$ cat src/rtl/adc_irq_pkg.sv
package adc_irq_pkg;
  localparam int REG_AW = 3;

  typedef enum logic [REG_AW-1:0] {
    A_EOC_PEND = 3'd0,
    A_EOC_EN   = 3'd1,
    A_WDG_STAT = 3'd2,
    A_WDG_MASK = 3'd3
  } reg_addr_e;
endpackage

$ cat src/rtl/adc_irq_w1c_bank.sv
// Bank of sticky flags: set by event pulses, cleared by write-one; set wins.
module adc_irq_w1c_bank #(
  parameter int W = 8
) (
  input  logic         clk,
  input  logic         rst_n,
  input  logic [W-1:0] set_i,
  input  logic [W-1:0] clr_i,
  output logic [W-1:0] flags_o
);
  logic [W-1:0] flags_q;

  always_ff @(posedge clk or negedge rst_n) begin
    if (!rst_n) flags_q <= '0;
    else        flags_q <= (flags_q & ~clr_i) | set_i;
  end

  assign flags_o = flags_q;
endmodule

$ cat src/rtl/adc_irq_ctl_reg.sv
// Plain read/write control register (enables or mask).
module adc_irq_ctl_reg #(
  parameter int W = 8
) (
  input  logic         clk,
  input  logic         rst_n,
  input  logic         we_i,
  input  logic [W-1:0] wdata_i,
  output logic [W-1:0] q_o
);
  logic [W-1:0] q;

  always_ff @(posedge clk or negedge rst_n) begin
    if (!rst_n)    q <= '0;
    else if (we_i) q <= wdata_i;
  end

  assign q_o = q;
endmodule

$ cat src/rtl/adc_irq_req_merge.sv
// Gates each flag with its enable and reduces both groups to one request.
module adc_irq_req_merge #(
  parameter int NCH  = 16,
  parameter int WDGW = 8
) (
  input  logic [NCH-1:0]  eoc_flags_i,
  input  logic [NCH-1:0]  eoc_en_i,
  input  logic [WDGW-1:0] wdg_flags_i,
  input  logic [WDGW-1:0] wdg_mask_i,
  output logic            irq_o
);
  logic [NCH-1:0]  eoc_hit;
  logic [WDGW-1:0] wdg_hit;

  for (genvar i = 0; i < NCH; i++) begin : g_eoc
    assign eoc_hit[i] = eoc_flags_i[i] & eoc_en_i[i];
  end
  for (genvar j = 0; j < WDGW; j++) begin : g_wdg
    assign wdg_hit[j] = wdg_flags_i[j] & wdg_mask_i[j];
  end

  assign irq_o = (|eoc_hit) | (|wdg_hit);
endmodule

$ cat src/rtl/adc_irq_flags.sv
module adc_irq_flags
  import adc_irq_pkg::*;
#(
  parameter int NUM_CH  = 16,
  parameter int NUM_WDG = 4,
  parameter int DW      = 16
) (
  input  logic              clk,
  input  logic              rst_n,
  input  logic [NUM_CH-1:0] eoc_evt,
  input  logic [NUM_WDG-1:0] wdg_hi_evt,
  input  logic [NUM_WDG-1:0] wdg_lo_evt,
  input  logic              wr_en,
  input  logic [REG_AW-1:0] wr_addr,
  input  logic [DW-1:0]     wr_data,
  input  logic [REG_AW-1:0] rd_addr,
  output logic [DW-1:0]     rd_data,
  output logic              irq
);
  localparam int WDG_W = 2 * NUM_WDG;

  logic [NUM_CH-1:0] eoc_q, en_q, eoc_clr;
  logic [WDG_W-1:0]  wdg_q, msk_q, wdg_clr, wdg_set;
  logic              we_en, we_msk;

  // Pair layout: low threshold at even bit, high threshold at odd bit.
  for (genvar n = 0; n < NUM_WDG; n++) begin : g_pack
    assign wdg_set[2*n]   = wdg_lo_evt[n];
    assign wdg_set[2*n+1] = wdg_hi_evt[n];
  end

  assign eoc_clr = (wr_en && wr_addr == A_EOC_PEND) ? wr_data[NUM_CH-1:0] : '0;
  assign wdg_clr = (wr_en && wr_addr == A_WDG_STAT) ? wr_data[WDG_W-1:0]  : '0;
  assign we_en   = wr_en && (wr_addr == A_EOC_EN);
  assign we_msk  = wr_en && (wr_addr == A_WDG_MASK);

  adc_irq_w1c_bank #(.W(NUM_CH)) u_eoc (
    .clk(clk), .rst_n(rst_n), .set_i(eoc_evt), .clr_i(eoc_clr), .flags_o(eoc_q));

  adc_irq_w1c_bank #(.W(WDG_W)) u_wdg (
    .clk(clk), .rst_n(rst_n), .set_i(wdg_set), .clr_i(wdg_clr), .flags_o(wdg_q));

  adc_irq_ctl_reg #(.W(NUM_CH)) u_en (
    .clk(clk), .rst_n(rst_n), .we_i(we_en), .wdata_i(wr_data[NUM_CH-1:0]), .q_o(en_q));

  adc_irq_ctl_reg #(.W(WDG_W)) u_msk (
    .clk(clk), .rst_n(rst_n), .we_i(we_msk), .wdata_i(wr_data[WDG_W-1:0]), .q_o(msk_q));

  adc_irq_req_merge #(.NCH(NUM_CH), .WDGW(WDG_W)) u_merge (
    .eoc_flags_i(eoc_q), .eoc_en_i(en_q),
    .wdg_flags_i(wdg_q), .wdg_mask_i(msk_q), .irq_o(irq));

  always_comb begin
    rd_data = '0;
    case (rd_addr)
      A_EOC_PEND: rd_data[NUM_CH-1:0] = eoc_q;
      A_EOC_EN:   rd_data[NUM_CH-1:0] = en_q;
      A_WDG_STAT: rd_data[WDG_W-1:0]  = wdg_q;
      A_WDG_MASK: rd_data[WDG_W-1:0]  = msk_q;
      default:    rd_data = '0;
    endcase
  end
endmodule

$ cat config.mk
export PLATFORM = sky130hd
export DESIGN_NAME = adc_irq_flags
export DESIGN_NICKNAME = d
export VERILOG_FILES = /design/src/rtl/adc_irq_pkg.sv /design/src/rtl/adc_irq_w1c_bank.sv /design/src/rtl/adc_irq_ctl_reg.sv /design/src/rtl/adc_irq_req_merge.sv /design/src/rtl/adc_irq_flags.sv
export SDC_FILE = /design/constraint.sdc
export NUM_CORES = 1
export LEC_CHECK = 0
export BUFFER_PORTS_ARGS = -buffer_cell sky130_fd_sc_hd__buf_2
export CAP_MARGIN = 25
export CORE_MARGIN = 2
export CORE_UTILIZATION = 45
export DETAILED_ROUTE_END_ITERATION = 8
export HOLD_SLACK_MARGIN = 0.12
export PLACE_DENSITY = 0.7
export SYNTH_ARGS = -nofsm -noshare
export SYNTH_HDL_FRONTEND = slang
export SYNTH_SLANG_ARGS = --single-unit
$ cat constraint.sdc
create_clock -name clk -period 1.44 [get_ports clk]
set_clock_uncertainty 0.05 [all_clocks]
set_input_delay 0.072 -clock clk [delete_from_list [all_inputs] [get_ports clk]]
set_output_delay 0.072 -clock clk [all_outputs]
set_load 0.005 [all_outputs]
Yosys cells after proc, flatten, opt, wreduce, memory -nomap -nowiden --
Index checks and enable logic that the tools add are counted.
Operators by class: mux-type cells 4, multiply operators 0, reductions and logical operators 8, bitwise operators 31, add/sub/neg operators 0, shifts and indexed selects 0, equality and inequality tests 6, div/mod/pow operators 0, magnitude comparators 0
Operator list (number):
- $pmux 8 s4 | 1
- $and 1x1->1 | 24
- $and 16x16->16 | 1
- $mux 16 | 1
- $not 16->16 | 1
- $or 16x16->16 | 1
- $pmux 8 s2 | 1
- $reduce_or 16->1 | 1
- $eq 3x2->1 const B | 4
- $and 8x8->8 | 1
- $mux 8 | 1
- $not 8->8 | 1
- $or 8x8->8 | 1
- $reduce_or 8->1 | 1
- $eq 3x1->1 const B | 2
- $logic_not 3->1 | 2
- $logic_and 1x1->1 | 4
- $or 1x1->1 | 1
Word-level totals: bits in registers 48, bits in writable memories 0, memories 0, bits of input ports 49, word-level logic and storage cells 53, output and inout bits 17, memory bits (read-only) 0, latch bits 0

Logic depth before layout (Yosys ltp) --
word-level depth 6, depth in mapped cells 4, mapped depth without buffers 3

Cells and area by module --
A second synthesis with hierarchy kept.
Unflattened totals: cells, all modules 216, area, all modules 2557.5 µm²
Modules (own cells, without submodules):
- adc_irq_ctl_reg (u_en) | area each 649.4 µm², instances 1, seq. area each 400.4 µm², cells each 34
- adc_irq_flags | area each 585.6 µm², instances 1, seq. area each 0.0 µm², cells each 77
- adc_irq_w1c_bank (u_eoc) | area each 580.6 µm², instances 1, seq. area each 400.4 µm², cells each 48
- adc_irq_ctl_reg (u_msk) | area each 331.6 µm², instances 1, seq. area each 200.2 µm², cells each 17
- adc_irq_w1c_bank (u_wdg) | area each 290.3 µm², instances 1, seq. area each 200.2 µm², cells each 24
- adc_irq_req_merge | area each 120.1 µm², instances 1, seq. area each 0.0 µm², cells each 16

Least setup slack after synthesis --
No wires, ideal clock.
path kind reg-to-output, start register u_eoc.flags_q[13] (netlist: u_eoc.flags_o[13]), end output irq, slack 0.305 ns, data required time 1.318 ns, stages on the path, launching flop included 4, path buffers 0, data arrival time 1.013 ns, cell sequence dfrtp_1 > a22oi_1 > nand4_1 > or3_1
Between the ends: cells in the longest elaborated chain, start to end 3
RTL lines:
- from (decl) | RTL line adc_irq_w1c_bank.sv:11 | logic [W-1:0] flags_q;
- from (signal assigned) | RTL line adc_irq_w1c_bank.sv:15 | else flags_q <= (flags_q & ~clr_i) | set_i;
- $and 1x1->1 | RTL line adc_irq_req_merge.sv:16 | assign eoc_hit[i] = eoc_flags_i[i] & eoc_en_i[i];
- $reduce_or 16->1 | RTL line adc_irq_req_merge.sv:22 | assign irq_o = (|eoc_hit) | (|wdg_hit);
- $or 1x1->1 | RTL line adc_irq_req_merge.sv:22
- to (decl) | RTL line adc_irq_flags.sv:18 | output logic irq
Every way passes these cells.

Final worst setup path --
start register u_eoc.flags_q[12] (netlist: u_eoc.flags_o[12]), end output irq
The elaborated chain is that of the path after synthesis.

==> impl_metrics.tcl <==
set metrics [dict create \
    synth_fp_nets 230 \
    cts_tree "yes" \
    area_growth_pct 52.2 \
    gp_congestion 0.832 \
    critPathKind "reg -> out" \
    cts_buffers 5 \
    final_hold_viol_count 0 \
    fp-row-count 26 \
    path_buf_inv 1 \
    critical_path.top_delay_family "simple AND/OR/NAND/NOR gates" \
    crit_arrival_ns 1.58 \
    fp.dieArea_um2 5880 \
    drv_slew 0 \
    total_power_w 0.00320 \
    post_synth_num_cell_types 21 \
    synth-edff-count 0 \
    path_max_fanout 2 \
    drive_gt1_share_pct 43.4 \
    pin_count 66 \
    use_met1_pct 31.3 \
    drt_pass1_iterations 4 \
    top_usage_layer "met2" \
    viasPerCell 5.08 \
    synth_seq_cells 48 \
    grt_use_total_pct 22.9 \
    setup_violations 10 \
    die_height_um 76.7 \
    synth_top_area_cell "dfrtp_1" \
    core_um2 5110 \
    clockBufferDepth 2 \
    netlist_top_cells_area "dfrtp_1 51%, a21o_1 7.6%, mux4_2 7.6%" \
    dp_hpwl_um 3920 \
    end_kind "primary output" \
    wl_um 6700 \
    ant_nets 0 \
    final_cells 390 \
    synthCells 181 \
    grt_overflow 0 \
    cts.sinks 48 \
    violations "setup timing" \
    post-place-cells 313 \
    synth_seq_area_share_pct 50.5 \
    h-tree-depth 2 \
    drt_iter0_markers 138 \
    drcViolationCount 0 \
    reg2reg_setup_slack_ns -0.08 \
    p_leak_nw 1.54 \
    place_area_um2 2790 \
    crit_required_ns 1.32 \
    max_freq_mhz 587 \
    layout_setup_ws_ns -0.265 \
    grtUsageMet3_pct 4.71 \
    path_clk_slew_ns 0.08 \
    synth_top_area_share_pct 50.5 \
    outcome "finished, violations left" \
    vdd_drop_max_mv 0.610 \
    antenna_found_initial 0 \
    period_needed_ns 1.70 \
    synth_flop_cell "dfrtp_1" \
    start_util_pct 46.5 \
    power_density_nw_per_um2 885 \
    route.vias.total 1983 \
    stdcell_area_um2 3620 \
    syn-cell-area_um2 2380 \
    worst_pin_slew_ns 0.562 \
    min_period_over_period_pct 118 \
    grt_util_met2_pct 36.8 \
    fillers 371 \
    port_buffers 65 \
    synth-async-reset-ratio_pct 100 \
    start_kind "flip-flop" \
    insertion_delay_ns 0.29 \
    cpPeakStageDelay_ns 0.42 \
    layout.nets 369 \
    grt_first_pass_wirelength_um 10400 \
    hold_class "in -> async" \
    cp_cell_sequence "a22oi_2 > nand4_1 > or3_1 > buf_2" \
    wl_per_cell_um 17.2 \
    grt_max_degree 32 \
    synth_warnings 0 \
    grt_pass1_vias 2059 \
    die_w_um 76.7 \
    drv_cap 0 \
    insertedDiodeCount 0 \
    rsz0062_at_grt "true" \
    synth_common_cells "48 x dfrtp_1, 24 x a21o_1, 24 x nand2_1" \
    syn_avg_cell_area_um2 13.1 \
    post-route-util_pct 70.8 \
    yosysMostFrequentCell "dfrtp_1" \
    slowest_stage "dfrtp_1" \
    relSlewSlack_pct 62.3 \
    clock-root-buffer "clkbuf_8" \
]
placed cells by master (no fill, tap or decap), types with 2 or more instances in the layout:
cell            count
buf_2              64
dlygate4sd3_1      52
dfrtp_1            48
a21o_1             24
nand2_1            22
buf_4              18
mux2_2             14
mux2_4             10
mux2i_1             8
nor2_1              8
mux4_2              8
a22oi_1             7
nor2b_4             5
a22oi_2             5
clkbuf_8            5
nor2b_1             3
nand4_1             3
buf_12              3
nand2_2             2
dlymetal6s4s_1      2
layer usage:
layer	vias up	part of all wire, %	wire, um
met3	9	4.7	313
met5	-	0	0
met2	71	50	3340
met4	0	1.4	94
li1	940	-	-
met1	963	44	2950
cells by family (layout without fill, tap and decap cells):
| kind of cell | Yosys count | after routing | synth area share (%) |
|---|---|---|---|
| and+or+nand+nor | 49 | 49 | 10.9 |
| DFF | 48 | 48 | 50.5 |
| muxes | 40 | 40 | 23.9 |
| AOI/OAI and AO/OA | 36 | 36 | 11.4 |
| buffers and inverters | 8 | 147 | 3.32 |
sequential cells by signal, summed over array words and instances, names as in the netlist:
signal / count
u_msk.q_o: 8
u_eoc.flags_o: 16
u_en.q_o: 16
u_wdg.flags_o: 8
where the power goes:
group          leakage [nW]  internal (W)  total [W]  switching, W
Sequential            0.503       0.00151    0.00166      0.000148
Combinational         0.998      0.000514   0.000790      0.000276
Clock                0.0410      0.000331   0.000751      0.000420
Total                  1.54       0.00236    0.00320      0.000844
per-stage QoR:
stage	setup TNS [ns]	hold WS, ns	worst slack, ns
floorplan	0	-0.274	0.305
global placement	0	-0.0156	0.0495
detailed placement	0	-0.0151	0.0561
CTS	-1.26	0.195	-0.230
global route	-1.98	0.220	-0.312
finish	-1.39	0.195	-0.265
cell type report:
type	instances	area [um2]	share of cell area [%]
clock buffers	6	72.6	2.01
well taps	70	87.6	2.42
multi-input cells	125	1160	32.2
repair buffers	140	1090	30.0
clock inverters	1	5.00	0.138
flip-flops and latches	48	1200	33.2
final timing paths:
check | start | end | cells after the start
worst min register to register | u_eoc.flags_o[11] | u_eoc.flags_o[11] | 1
worst min-delay path | rst_n | u_en.q_o[2] | 2
min in group clk | wr_addr[2] | u_eoc.flags_o[7] | 6
worst max register to register | u_eoc.flags_o[4] | u_eoc.flags_o[4] | 4
max in group asynchronous | rst_n | u_eoc.flags_o[8] | 3
worst max-delay path | u_eoc.flags_o[12] | irq | 4
repair_timing:
| action | 4_1_cts | 5_1_grt |
|---|---|---|
| cloned | 0 | 1 |
| setup buffers | 3 | 12 |
| hold buffers | 65 | 0 |
| pin swaps | 2 | 3 |
| endpoints found under the hold margin | 96 | 0 |
| resized for setup | 12 | 7 |
| setup endpoints to repair | 9 | 22 |
Power figures use the tool's default switching activity.
